===== config.mk =====
export PLATFORM = sky130hd
export DESIGN_NAME = i2c_tune_temp_slave
export DESIGN_NICKNAME = d
export VERILOG_FILES = /design/src/rtl/i2c_tt_pkg.sv /design/src/rtl/i2c_tt_line_sync.sv /design/src/rtl/i2c_tt_engine.sv /design/src/rtl/i2c_tt_regs.sv /design/src/rtl/i2c_tune_temp_slave.sv
export SDC_FILE = /design/constraint.sdc
export NUM_CORES = 1
export LEC_CHECK = 0
export BUFFER_PORTS_ARGS = -buffer_cell sky130_fd_sc_hd__buf_2
export CAP_MARGIN = 20
export CORE_MARGIN = 5
export CORE_UTILIZATION = 30
export DETAILED_ROUTE_END_ITERATION = 6
export GPL_TIMING_DRIVEN = 0
export PLACE_DENSITY = 0.56
export SYNTH_ARGS = -nofsm -noshare
export SYNTH_HDL_FRONTEND = slang
export SYNTH_SLANG_ARGS = --single-unit

===== constraint.sdc =====
create_clock -name clk -period 4.4 [get_ports clk]
set_input_delay 0.88 -clock clk [delete_from_list [all_inputs] [get_ports clk]]
set_output_delay 0.88 -clock clk [all_outputs]
set_load 0.01 [all_outputs]

===== src/rtl/i2c_tt_pkg.sv =====
package i2c_tt_pkg;

    localparam int BYTE_W  = 8;
    localparam int REG_NUM = 4;
    localparam int PTR_W   = $clog2(REG_NUM);
    localparam int TUNE_W  = 2 * BYTE_W;

    typedef enum logic [2:0] {
        ST_IDLE,
        ST_ADDR,
        ST_ADDR_ACK,
        ST_WR,
        ST_WR_ACK,
        ST_RD,
        ST_RD_ACK,
        ST_SKIP
    } bus_state_t;

    // Command from the bus engine to the register file, one-cycle pulses.
    typedef struct packed {
        logic              snap;
        logic              set_ptr;
        logic              wr;
        logic              rd_adv;
        logic [BYTE_W-1:0] data;
    } reg_cmd_t;

    function automatic logic [PTR_W-1:0] ptr_step(input logic [PTR_W-1:0] p);
        return p + 1'b1;
    endfunction

endpackage


===== src/rtl/i2c_tt_line_sync.sv =====
module i2c_tt_line_sync #(
    parameter int STAGES = 2
) (
    input  logic clk,
    input  logic rst,
    input  logic scl_in,
    input  logic sda_in,
    output logic sda_s,
    output logic scl_rise,
    output logic scl_fall,
    output logic start_det,
    output logic stop_det
);
    logic [STAGES-1:0] scl_q;
    logic [STAGES-1:0] sda_q;
    logic              scl_p;
    logic              sda_p;
    logic              scl_s;

    always_ff @(posedge clk) begin
        if (rst) begin
            scl_q <= '1;
            sda_q <= '1;
            scl_p <= 1'b1;
            sda_p <= 1'b1;
        end else begin
            scl_q <= {scl_q[STAGES-2:0], scl_in};
            sda_q <= {sda_q[STAGES-2:0], sda_in};
            scl_p <= scl_s;
            sda_p <= sda_s;
        end
    end

    assign scl_s     = scl_q[STAGES-1];
    assign sda_s     = sda_q[STAGES-1];
    assign scl_rise  = scl_s & ~scl_p;
    assign scl_fall  = ~scl_s & scl_p;
    assign start_det = scl_s & scl_p & sda_p & ~sda_s;
    assign stop_det  = scl_s & scl_p & ~sda_p & sda_s;

endmodule


===== src/rtl/i2c_tt_engine.sv =====
module i2c_tt_engine
    import i2c_tt_pkg::*;
#(
    parameter logic [6:0] DEV_ADDR = 7'h4C
) (
    input  logic              clk,
    input  logic              rst,
    input  logic              sda_s,
    input  logic              scl_rise,
    input  logic              scl_fall,
    input  logic              start_det,
    input  logic              stop_det,
    input  logic [BYTE_W-1:0] rd_byte,
    output logic              sda_oe,
    output reg_cmd_t          cmd
);
    localparam logic [3:0] LAST_BIT = 4'(BYTE_W);

    bus_state_t        state;
    logic [BYTE_W-1:0] shreg;
    logic [BYTE_W-1:0] tx;
    logic [3:0]        cnt;
    logic              is_read;
    logic              want_ptr;
    logic              m_ack;

    always_ff @(posedge clk) begin
        if (rst) begin
            state    <= ST_IDLE;
            shreg    <= '0;
            tx       <= '0;
            cnt      <= '0;
            is_read  <= 1'b0;
            want_ptr <= 1'b0;
            m_ack    <= 1'b0;
            sda_oe   <= 1'b0;
            cmd      <= '0;
        end else begin
            cmd <= '0;
            if (start_det) begin
                state  <= ST_ADDR;
                cnt    <= '0;
                sda_oe <= 1'b0;
            end else if (stop_det) begin
                state  <= ST_IDLE;
                sda_oe <= 1'b0;
            end else begin
                case (state)
                    ST_ADDR: begin
                        if (scl_rise) begin
                            shreg <= {shreg[BYTE_W-2:0], sda_s};
                            cnt   <= cnt + 1'b1;
                        end else if (scl_fall && cnt == LAST_BIT) begin
                            if (shreg[7:1] == DEV_ADDR) begin
                                sda_oe  <= 1'b1;
                                is_read <= shreg[0];
                                state   <= ST_ADDR_ACK;
                                if (!shreg[0]) begin
                                    cmd.snap <= 1'b1;
                                    want_ptr <= 1'b1;
                                end
                            end else begin
                                state <= ST_SKIP;
                            end
                        end
                    end
                    ST_ADDR_ACK: begin
                        if (scl_fall) begin
                            cnt <= '0;
                            if (is_read) begin
                                tx         <= rd_byte;
                                sda_oe     <= ~rd_byte[BYTE_W-1];
                                cmd.rd_adv <= 1'b1;
                                state      <= ST_RD;
                            end else begin
                                sda_oe <= 1'b0;
                                state  <= ST_WR;
                            end
                        end
                    end
                    ST_WR: begin
                        if (scl_rise) begin
                            shreg <= {shreg[BYTE_W-2:0], sda_s};
                            cnt   <= cnt + 1'b1;
                        end else if (scl_fall && cnt == LAST_BIT) begin
                            sda_oe   <= 1'b1;
                            state    <= ST_WR_ACK;
                            cmd.data <= shreg;
                            if (want_ptr) begin
                                cmd.set_ptr <= 1'b1;
                                cmd.snap    <= 1'b1;
                                want_ptr    <= 1'b0;
                            end else begin
                                cmd.wr <= 1'b1;
                            end
                        end
                    end
                    ST_WR_ACK: begin
                        if (scl_fall) begin
                            sda_oe <= 1'b0;
                            cnt    <= '0;
                            state  <= ST_WR;
                        end
                    end
                    ST_RD: begin
                        if (scl_fall) begin
                            if (cnt == LAST_BIT - 1'b1) begin
                                sda_oe <= 1'b0;
                                state  <= ST_RD_ACK;
                            end else begin
                                tx     <= {tx[BYTE_W-2:0], 1'b0};
                                sda_oe <= ~tx[BYTE_W-2];
                                cnt    <= cnt + 1'b1;
                            end
                        end
                    end
                    ST_RD_ACK: begin
                        if (scl_rise) begin
                            m_ack <= ~sda_s;
                        end else if (scl_fall) begin
                            cnt <= '0;
                            if (m_ack) begin
                                tx         <= rd_byte;
                                sda_oe     <= ~rd_byte[BYTE_W-1];
                                cmd.rd_adv <= 1'b1;
                                state      <= ST_RD;
                            end else begin
                                state <= ST_SKIP;
                            end
                        end
                    end
                    default: begin
                    end
                endcase
            end
        end
    end

endmodule


===== src/rtl/i2c_tt_regs.sv =====
module i2c_tt_regs
    import i2c_tt_pkg::*;
#(
    parameter int              TEMP_W     = 12,
    parameter logic [TEMP_W-1:0] RESET_TEMP = 12'h190
) (
    input  logic              clk,
    input  logic              rst,
    input  reg_cmd_t          cmd,
    input  logic [TEMP_W-1:0] temp_code,
    input  logic              temp_valid,
    output logic [BYTE_W-1:0] rd_byte,
    output logic [TUNE_W-1:0] tune_word,
    output logic [TEMP_W-1:0] shown_temp,
    output logic              conv_req
);
    localparam int LOW_BITS = TEMP_W - BYTE_W;

    logic [BYTE_W-1:0] tune_q [2];
    logic [TEMP_W-1:0] live_temp;
    logic [PTR_W-1:0]  ptr;
    logic              armed;

    always_ff @(posedge clk) begin
        if (rst) begin
            tune_q[0]  <= '0;
            tune_q[1]  <= '0;
            live_temp  <= RESET_TEMP;
            shown_temp <= RESET_TEMP;
            ptr        <= '0;
            armed      <= 1'b1;
            conv_req   <= 1'b0;
        end else begin
            conv_req <= armed;
            armed    <= 1'b0;
            if (temp_valid) begin
                live_temp <= temp_code;
            end
            if (cmd.snap) begin
                shown_temp <= live_temp;
            end
            if (cmd.set_ptr) begin
                ptr <= cmd.data[PTR_W-1:0];
            end else if (cmd.wr) begin
                if (!ptr[PTR_W-1]) begin
                    tune_q[ptr[0]] <= cmd.data;
                end
                ptr <= ptr_step(ptr);
            end else if (cmd.rd_adv) begin
                ptr <= ptr_step(ptr);
            end
        end
    end

    always_comb begin
        case (ptr)
            2'd0:    rd_byte = tune_q[0];
            2'd1:    rd_byte = tune_q[1];
            2'd2:    rd_byte = shown_temp[TEMP_W-1 -: BYTE_W];
            default: rd_byte = {shown_temp[LOW_BITS-1:0], {(BYTE_W-LOW_BITS){1'b0}}};
        endcase
    end

    assign tune_word = {tune_q[0], tune_q[1]};

endmodule


===== src/rtl/i2c_tune_temp_slave.sv =====
module i2c_tune_temp_slave
    import i2c_tt_pkg::*;
#(
    parameter logic [6:0]        DEV_ADDR    = 7'h4C,
    parameter int                SYNC_STAGES = 2,
    parameter int                TEMP_W      = 12,
    parameter logic [TEMP_W-1:0] RESET_TEMP  = 12'h190
) (
    input  logic              clk,
    input  logic              rst,
    input  logic              scl_in,
    input  logic              sda_in,
    output logic              sda_oe,
    input  logic [TEMP_W-1:0] temp_code,
    input  logic              temp_valid,
    output logic              conv_req,
    output logic [TUNE_W-1:0] tune_word
);
    logic              sda_s;
    logic              scl_rise;
    logic              scl_fall;
    logic              start_det;
    logic              stop_det;
    logic [BYTE_W-1:0] rd_byte;
    logic [TEMP_W-1:0] shown_temp;
    logic              snap_pulse;
    reg_cmd_t          cmd;

    i2c_tt_line_sync #(.STAGES(SYNC_STAGES)) u_sync (
        .clk      (clk),
        .rst      (rst),
        .scl_in   (scl_in),
        .sda_in   (sda_in),
        .sda_s    (sda_s),
        .scl_rise (scl_rise),
        .scl_fall (scl_fall),
        .start_det(start_det),
        .stop_det (stop_det)
    );

    i2c_tt_engine #(.DEV_ADDR(DEV_ADDR)) u_engine (
        .clk      (clk),
        .rst      (rst),
        .sda_s    (sda_s),
        .scl_rise (scl_rise),
        .scl_fall (scl_fall),
        .start_det(start_det),
        .stop_det (stop_det),
        .rd_byte  (rd_byte),
        .sda_oe   (sda_oe),
        .cmd      (cmd)
    );

    i2c_tt_regs #(.TEMP_W(TEMP_W), .RESET_TEMP(RESET_TEMP)) u_regs (
        .clk       (clk),
        .rst       (rst),
        .cmd       (cmd),
        .temp_code (temp_code),
        .temp_valid(temp_valid),
        .rd_byte   (rd_byte),
        .tune_word (tune_word),
        .shown_temp(shown_temp),
        .conv_req  (conv_req)
    );

    assign snap_pulse = cmd.snap;

endmodule


# == Word-level counts from Yosys, hierarchy flattened ==
# Memories as Yosys holds them, arrays and structs flattened.
# Index checks and enable logic that the tools add are counted.
# word_totals
reg_bits,72
ram_bits,16
in_bits,17
output_inout_bits,18
mem_count,1
# op_classes
addsub,2
n_eq_ne,37
muxes,80
bitwise_logic,18
n_reduce_logical,23
# memory_table
memory,words,word_bits,rd,rd_ports_with_merged_regs,wr,line,text
u_regs.tune_q,2,8,2,0,2,i2c_tt_regs.sv:19,logic [BYTE_W-1:0] tune_q [2];
# ops
op,n
$mux W7,7
$mux W3,14
$mux W1,40
$ne A4 B3 Y1 const B,7
$pmux W8 S3,1
$ne A2 B1 Y1 const B,11
$reduce_and A11 Y1,2
$pmux W7 S3,1
$mux W4,5
$pmux W3 S6,1
$pmux W4 S4,1
$ne A4 B4 Y1 const B,3
$reduce_and A12 Y1,1
$reduce_and A6 Y1,2
$not A1 Y1,11
$mux W2,5
$ne A2 B2 Y1 const B,5
$reduce_and A10 Y1,1
$eq A3 B3 Y1 const B,3
$reduce_and A9 Y1,1
$mux W8,1
$reduce_and A4 Y1,2
$reduce_bool A8 Y1,1
$reduce_or A8 Y1,1
21 further kinds,33

# == Logic depth before layout (Yosys ltp) ==
# Gate-level depths: netlist of run 1.
# depth
ltp_word,8
depth_mapped,8

# == Cells and area by module ==
# From an unflattened synthesis of run 1, not the netlist that was laid out.
# hier_totals
hier_cells,392
area_unflattened_um2,3980.1
# by_module_without_submodules
module,instances,cells_each,area_per_inst_um2,seq_area_each_um2
i2c_tt_regs,1,170,1948.1,1041.0
i2c_tt_engine,1,206,1841.8,760.7
i2c_tt_line_sync,1,16,190.2,120.1

# == Least setup slack after synthesis of run 1 ==
# OpenSTA, ideal clock, no wires.
# synth_timing
path_type,input to register
startpoint,input port rst
endpoint,memory u_regs.tune_q[0][0] (enable)
setup_time_ps,310
arrival_ps,1789
t_required_ps,4090
path_slack_ps,2301
path_stages,3
n_path_buf,0
path_cell_list,nand2b_1 -> nor4_1 -> or2_2
# synth_rtl
element,line,text
"start, declared",i2c_tune_temp_slave.sv:10,"input logic rst,"
"end, declared",i2c_tt_regs.sv:19,

==> metrics.cfg, run 1 <==
[yosys]
synth_flop_cell = dfxtp_1
synth_most_common_cell = dfxtp_1
synthTopCellsByCount = dfxtp_1 (72), nor2_1 (38), nand2_1 (31)
synth_enable_flop_cells = 16
syn_area_sq_mm = 0.00376
synth_cells = 382
synthDistinctLibCells = 53
avgSynthCellArea_sq_um = 9.83
ys_async_sr_fraction = 0
synth_area_leaders = dfxtp_1 (38%), edfxtp_1 (13%), mux2i_1 (5.6%)
syn_nets = 405
synth_top_area_share = 0.384
synth_seq_cells = 88
yosysSeqAreaShare = 0.512
yosysWarnings = 0
yosys.area.top_type = dfxtp_1

[routing]
drc = 0
avgViaCountPerCell = 4.76
dr_wl_met2_mm = 4.03
top_layer = met4
drt_iter0_markers = 284
ant_nets = 0
wl_per_cell_microns = 14.0
drt-met1-wl_mm = 3.88
routed-wl-met3_microns = 448
wirelength_mm = 8.41
dr.pass1.iters = 5
vias = 2860

[floorplanning]
dieArea_sq_mm = 0.0149
io-pin-count = 35
die-height_microns = 122
initial_core_util = 0.309
num_rows = 40
die_width_microns = 122
core-area_sq_mm = 0.0122

[clocking]
cts_setup_buffers = 0
clock-sinks = 88
cts_htree_levels = 3
cts_max_path_buffers = 2
cts.clk_slew.worst_paths_ns = 0.06
cts_hold_buf = 0
clock_latency_ns = 0.33
cts_tree = yes
cts_buffers = 9
post_cts_resized = 0
root_buffer = clkbuf_16

[finish]
multi_input_area_sq_mm = 0.00171
stdcell_area_sq_mm = 0.00445
fillers = 1210
diodes = 0
drive_above_1_share = 0.171
nNetsFinal = 451
final_util = 0.366
regArea_sq_mm = 0.00192
area_delta_synth_final_pct = 18.4

[power_and_ir_drop]
p_leak_nw = 1.71
ir_drop_v = 0.000210
p_per_area_mw_per_mm2 = 380
design_power_total_mw = 1.69

[placement]
hpwlAfterDp_mm = 6.32
dpl_cell_area_sq_mm = 0.00413
io_buffers = 33
finalWeightedCongestion = 0.831

[status]
status = finished, final reports clean

[sta]
slew_viol_final = 0
finalHoldViolations = 0
setup_viol = 0
finalSetupTns_ns = 0
finalCritPeriodShare = 0.497
max_freq_mhz = 457
max_slew_margin = 0.550
fin_skew_ns = 0.00747
tightest_slew_ns = 0.668
layout_min_cycle_time_ns = 2.19
rsz0062_at_grt = false

[global_route]
grt_max_degree = 16
antenna_found_initial = 0
grt-ovfl-total = 0
grt_pass1_wl_mm = 14.1
track_usage = 0.120
grt_pass1_vias = 2884

[worst_hold_path]
worstHoldStart = u_sync.sda_q[0]
min_path_type = flop to flop
hold_end = u_sync.sda_q[1]
hold_path_depth = 1

[critical_path]
cp.arrival_ns = 2.21
critPathSlowestCell = nor4_1
crit_type = input port to flop
reg2reg_depth = 7
rr_endpoint = u_engine.tx[5]
cp.required_ns = 4.42
path_max_fanout = 8
start_kind = input port
crit_chain = buf_2, nand2b_1, nor4_1, clkbuf_2, or2_2
r2r_start = u_regs.ptr[1]
path_buf_inv = 2
max_stage_delay_ns = 0.52
path_delay_family = simple AND/OR/NAND/NOR gates
cp-end-kind = flop
rrSetupSlack_ns = 2.28

[flow_run]
drv_cap = 0

==> cells by family after synthesis <==
logic type,after synthesis,synth area share
XOR/XNOR,2,0.00466
flip-flops,88,0.512
AND/OR/NAND/NOR,161,0.231
AO/OA/AOI/OAI,75,0.144
buffers and inverters,29,0.0330
multiplexers,21,0.0560
adder cells (fa/ha/maj),6,0.0200
==> state kept, by name, summed over array words and instances (netlist names), 3 cells and up <==
register / flops
u_engine.state: 3
u_engine.shreg: 8
u_regs.tune_q: 16
u_regs.live_temp: 12
u_engine.cmd: 12
u_engine.cnt: 4
u_engine.tx: 7
u_regs.shown_temp: 12
==> final cells by class <==
| type | count | share of cell area |
|---|---|---|
| plain buffers | 21 | 0.0211 |
| clock buffers | 11 | 0.0546 |
| clock inverters | 5 | 0.0141 |
| inverters | 8 | 0.00675 |
| multi-input cells | 265 | 0.385 |
| flip-flops and latches | 88 | 0.432 |
| well taps | 168 | 0.0473 |
| repair buffers | 35 | 0.0394 |
==> metrics by stage <==
step / cells / hold slack (ns) / setup WS, ns
after CTS: 599 / 0.407 / 1.89
after global routing: 601 / 0.420 / 2.02
after floorplan: 382 / 0.389 / 2.30
final: 601 / 0.407 / 2.21
after detailed placement: 583 / 0.392 / 1.53
after global placement: 583 / 0.391 / 1.62
==> per-layer routing <==
metal  GRT usage  up-vias
met3      0.0334        5
met1       0.151     1345
met2       0.197       67
met4      0.0427        0
met5           0        -
li1            -     1443
==> worst max path at each step <==
stage	from	end	slack [ns]	cells past startpoint
global route	rst	u_regs.tune_q[1][0]	2.02	5
CTS	rst	u_regs.tune_q[1][0]	1.89	4
detailed placement	rst	u_regs.tune_q[1][7]	1.53	4
finish	rst	u_regs.tune_q[1][0]	2.21	5
floorplan	rst	u_regs.tune_q[0][0]	2.30	3
global placement	rst	u_regs.tune_q[1][7]	1.62	4
==> power by group <==
group	switching (mW)	internal, mW
combinational	0.0418	0.0296
sequential	0.00923	0.835
clock	0.314	0.460
total	0.365	1.32
==> cells in the final DEF, fill, tap and decap left out, types with 8 or more instances in the layout <==
cell type and instances:
clkbuf_16 9, clkbuf_1 10, nor2b_1 13, dfxtp_1 72, edfxtp_1 16, a222oi_1 8
nor2_1 38, or2_2 10, a211oi_1 8, buf_2 36, nor3_1 11, and2_1 25
a21oi_1 26, mux2i_1 21, nand2_1 31, inv_1 8
Note: power is estimated with default switching activity, not from simulation.
==> run 2, diff against run 1 <==
--- a/config.mk
+++ b/config.mk
@@ -11,7 +11,7 @@
 export CORE_UTILIZATION = 30
 export DETAILED_ROUTE_END_ITERATION = 6
 export GPL_TIMING_DRIVEN = 0
-export PLACE_DENSITY = 0.56
+export PLACE_DENSITY = 0.58
 export SYNTH_ARGS = -nofsm -noshare
 export SYNTH_HDL_FRONTEND = slang
 export SYNTH_SLANG_ARGS = --single-unit
==> constraint.sdc (replaced) <==
create_clock -name clk -period 2.01 [get_ports clk]
set_input_delay 0.402 -clock clk [delete_from_list [all_inputs] [get_ports clk]]
set_output_delay 0.402 -clock clk [all_outputs]
set_load 0.01 [all_outputs]
==> metrics.cfg, run 2 (synthesized netlist as in run 1, its figures left out) <==
[placement]
hpwlAfterDp_mm = 6.30
finalWeightedCongestion = 0.809
numPlacedInstances = 583
preCtsSetupSlack_ns = -0.304
io_buffers = 33

[power_and_ir_drop]
power_switching_mw = 0.824
design_power_total_mw = 3.77
pwr-share-clk = 0.468
p_leak_nw = 1.71
p_seq_frac = 0.490
swShare = 0.219
power_frac_comb = 0.042
power.internal_mw = 2.95
ir_drop_v = 0.000349
p_per_area_mw_per_mm2 = 842

[sta]
max_slew_margin = 0.536
fin_ws_ns = 0.149
rsz0062_at_grt = false
finalCritPeriodShare = 0.926
setup_viol = 0
max_freq_mhz = 537
fin_skew_ns = 0.00915
finalHoldViolations = 0
tightest_slew_ns = 0.696
layout_min_cycle_time_ns = 1.86
slew_viol_final = 0

[clocking]
cts_tree = yes
cts_htree_levels = 3
cts_hold_buf = 0
clock-sinks = 88
root_buffer = clkbuf_16
cts_buffers = 9
cts_setup_buffers = 0
clock_latency_ns = 0.34
cts.clk_slew.worst_paths_ns = 0.07
cts_max_path_buffers = 2

[critical_path]
start_kind = flop
crit_type = flop to flop
cp.required_ns = 2.22
crit_start = u_engine.state[2]
reg2reg_depth = 6
rr_endpoint = u_engine.state[0]
cp.arrival_ns = 2.07
cp-end-kind = flop
rrSetupSlack_ns = 0.15
r2r_start = u_engine.state[2]
path_max_fanout = 10

[finish]
diodes = 0
final_util = 0.368
nNetsFinal = 445
area_delta_synth_final_pct = 19.2
largest_reg_flops = 16
final_common_cell = dfxtp_1
top_register = u_regs.tune_q
drive_above_1_share = 0.190
layoutNonFillerInstCount = 595
layout_common_cells = dfxtp_1 (70), nor2_1 (38), buf_2 (36), nand2_1 (31), a21oi_1 (26)

[global_route]
grt_pass1_wl_mm = 13.9
track_usage = 0.120
grt-ovfl-total = 0
antenna_found_initial = 0
grt_max_degree = 17
grt_pass1_vias = 2804

[routing]
wl_per_cell_microns = 14.1
dr.pass1.iters = 7
avgViaCountPerCell = 4.79
drt_iter0_markers = 228
ant_nets = 0
wirelength_mm = 8.37
vias = 2852
drc = 0

[status]
status = finished, final reports clean

[flow_run]
drv_cap = 0

[floorplanning]
num_rows = 40
die-height_microns = 122
dieArea_sq_mm = 0.0149
io-pin-count = 35
die_width_microns = 122
initial_core_util = 0.309
core-area_sq_mm = 0.0122

[worst_hold_path]
min_path_type = input port to flop
worstHoldStart = scl_in
hold_path_depth = 2
hold_end = u_sync.scl_q[0]

[run 2: cell count changes in the layout (fill, tap and decap cells not counted), moves of 2 or more]
cell	change
dfxtp_1	-2
dfxtp_2	+2
nor4_2	+2
ha_1	-3
clkbuf_2	-2
ha_2	+2
nor4_1	-2
clkinvlp_4	-2
clkbuf_1	-4
[run 2: how the worst max path moves through the flow]
stage	end	slack (ns)
after floorplan	u_engine.tx[0]	0.33
after global placement	u_regs.tune_q[1][7]	-0.29
after detailed placement	u_regs.tune_q[1][7]	-0.30
after CTS	u_engine.sda_oe	0.01
after global routing	u_engine.state[1]	0.01
final	u_engine.state[0]	0.15
[run 2: stage by stage]
stage               setup TNS (ns)  instance area (sq um)  hold slack, ns
CTS                              0                   4450           0.226
floorplan                        0                   3760           0.389
global route                     0                   4480           0.232
finish                           0                   4480           0.237
global placement             -4.42                   4130           0.391
detailed placement           -4.50                   4130           0.393
[run 2: power groups by stage]
stage               Sequential [mW]  Combinational, mW  Clock [mW]
floorplan                      1.89             0.0943           0
global placement               1.89              0.157           0
detailed placement             1.89              0.159           0
CTS                            1.85              0.159        1.82
global route                   1.85              0.173        1.89
finish                         1.85              0.157        1.76
[run 2: routing by layer]
metal  track usage  wire [microns]  up-vias
li1              -               -     1439
met1         0.148            3750     1336
met2         0.192            3920       64
met3        0.0339             480       13
met4        0.0574             215        0
met5             0               0        -
[run 2: what timing repair did]
item                                   4_1_cts  5_1_grt
endpoints found under the hold margin        0        0
gates resized for setup                      3        7
pin swaps                                    1        1
setup endpoints to repair                   11       14
[run 2: cell type report]
class / count / area (sq um)
Buffer: 17 / 78.8
Sequential cell: 88 / 1920
Clock inverter: 6 / 71.3
Inverter: 8 / 30.0
Timing Repair Buffer: 33 / 165
Multi-Input combinational cell: 265 / 1750
Tap cell: 168 / 210
Fill cell: 1208 / 7690
Clock buffer: 10 / 250
[run 2: critical path: stages (launching register included)]
cell       delay, ns
dfxtp_1         0.42
buf_4           0.22
nand2b_1        0.15
nor2_1          0.51
a2111oi_0       0.17
nor3_1          0.17
a211oi_1        0.09
==> run 3, diff against run 2 <==
--- a/config.mk
+++ b/config.mk
@@ -5,6 +5,7 @@
 export SDC_FILE = /design/constraint.sdc
 export NUM_CORES = 1
 export LEC_CHECK = 0
+export ABC_AREA = 1
 export BUFFER_PORTS_ARGS = -buffer_cell sky130_fd_sc_hd__buf_2
 export CAP_MARGIN = 20
 export CORE_MARGIN = 5
==> metrics.cfg, run 3 <==
[clocking]
cts_hold_buf = 0
cts_buffers = 9
cts_htree_levels = 3
clock_latency_ns = 0.34
cts_max_path_buffers = 2
root_buffer = clkbuf_16
clock-sinks = 88
cts_tree = yes
cts.clk_slew.worst_paths_ns = 0.06

[yosys]
muxShareOfSynthArea = 0
synthAdderAreaFrac = 0.0200
yosysWarnings = 0
syn_area_sq_mm = 0.00375
ys_async_sr_fraction = 0
synth_xor_area_frac = 0.00467
synth_enable_flop_cells = 16
synth_flop_cell = dfxtp_1
synth_cells = 482
syn_nets = 505
yosysSeqAreaShare = 0.512
synth_area_leaders = dfxtp_1 (38%), edfxtp_1 (13%), nor2_1 (9.4%)
synth_most_common_cell = nor2_1
synthTopCellsByCount = nor2_1 (94), nand2_1 (87), dfxtp_1 (72)
synth_top_area_share = 0.384
yosys.area.top_type = dfxtp_1
synth_seq_cells = 88
synth_compound_area_frac = 0.132
synthDistinctLibCells = 37
post_synth_and_or_nand_nor_area_fraction = 0.263
synth_top_family_by_area = simple AND/OR/NAND/NOR gates
avgSynthCellArea_sq_um = 7.78

[power_and_ir_drop]
swShare = 0.311
design_power_total_mw = 4.62
pwr-share-clk = 0.369
power_switching_mw = 1.44
ir_drop_v = 0.000416
p_leak_nw = 1.87
power.internal_mw = 3.19
p_seq_frac = 0.432
p_per_area_mw_per_mm2 = 1040
power_frac_comb = 0.199

[sta]
rsz0062_at_grt = false
finalSetupTns_ns = 0
max_freq_mhz = 558
tightest_slew_ns = 0.552
finalHoldViolations = 0
slew_viol_final = 0
layout_min_cycle_time_ns = 1.79
fin_skew_ns = 0.00484
max_slew_margin = 0.632
setup_viol = 0
finalCritPeriodShare = 0.892
fin_ws_ns = 0.216

[finish]
layoutNonFillerInstCount = 700
layout_common_cells = nor2_1 (94), nand2_1 (87), dfxtp_1 (71), inv_1 (47), buf_2 (36)
nNetsFinal = 550
final_common_cell = nor2_1
area_delta_synth_final_pct = 18.4
largest_reg_flops = 16
final_util = 0.367
diodes = 0
top_register = u_regs.tune_q
drive_above_1_share = 0.135

[global_route]
antenna_found_initial = 0
grt_pass1_vias = 3046
track_usage = 0.122
grt-ovfl-total = 0
grt_max_degree = 17
grt_pass1_wl_mm = 14.4

[floorplanning]
io-pin-count = 35
die-height_microns = 122
dieArea_sq_mm = 0.0148
initial_core_util = 0.310
die_width_microns = 122
num_rows = 40
core-area_sq_mm = 0.0121

[routing]
drc = 0
vias = 3182
drt-met1-wl_mm = 3.93
dr.pass1.iters = 5
wl_per_cell_microns = 12.3
top_layer = met4
avgViaCountPerCell = 4.55
dr_wl_met2_mm = 4.19
wirelength_mm = 8.64
ant_nets = 0
drt_iter0_markers = 232
routed-wl-met3_microns = 402

[placement]
numPlacedInstances = 684
hpwlAfterDp_mm = 6.57
finalWeightedCongestion = 0.839
io_buffers = 34
preCtsSetupSlack_ns = -0.318

[critical_path]
cp.required_ns = 2.24
path_max_fanout = 8
start_kind = flop
cp-end-kind = flop
crit_type = flop to flop
cp.arrival_ns = 2.02

[worst_hold_path]
min_path_type = input port to flop

[flow_run]
drv_cap = 0

[status]
status = finished, final reports clean

## run 3: path summary, 6_finish.rpt
path / slack [ns] / cells past startpoint / endpoint / start
setup / recovery: 0.22 / 7 / u_engine.cnt[1] / u_engine.state[0]
hold / removal: 0.24 / 2 / u_sync.sda_q[0] / sda_in
setup reg to reg: 0.22 / 7 / u_engine.cnt[1] / u_engine.state[0]
hold reg to reg: 0.40 / 2 / u_regs.conv_req / u_regs.armed
## run 3: repair_timing
item                       in CTS  in global routing
setup endpoints to repair       0                 18
gates resized for setup         0                  4
buffers inserted                0                  0
## run 3: cells by family after synthesis
| logic type | count (synthesis) |
|---|---|
| flops | 88 |
| fa+ha+maj | 6 |
| compound gates | 89 |
| simple gates | 231 |
| xor+xnor | 2 |
| buf+inv | 66 |
## run 3: worst max-delay path, stage by stage, from the launching register on
cell and delay (ns):
dfxtp_1 0.49, nand2_1 0.22, nor2_2 0.28, nor2_1 0.08, nor2_2 0.17, nand2_1 0.16, o21ai_1 0.20, nor2_1 0.07
## run 3: metrics by stage
stage / hold slack (ns) / cell area, sq um
after floorplan: 0.388 / 3750
after global placement: 0.391 / 4130
after detailed placement: 0.393 / 4130
after CTS: 0.228 / 4430
after global routing: 0.229 / 4440
final: 0.242 / 4440
## run 3: per-layer routing
metal,global-route usage,vias to the layer above
li1,-,1663
met1,0.148,1441
met2,0.212,69
met3,0.0311,9
met4,0.0399,0
met5,0,-
## run 3: power groups by stage
stage,clock (mW),sequential [mW],combinational [mW]
global placement,0,2.03,0.893
finish,1.71,2.00,0.921
floorplan,0,2.02,0.691
global route,1.83,2.01,1.06
CTS,1.75,2.00,0.911
detailed placement,0,2.03,0.903
## run 3: cell type report
cell class                      count  area, sq um
Buffer                             16         67.6
Clock buffer                       10          229
Clock inverter                      6         72.6
Fill cell                        1302         7670
Inverter                           50          188
Multi-Input combinational cell    328         1580
Sequential cell                    88         1920
Tap cell                          168          210
Timing Repair Buffer               34          170
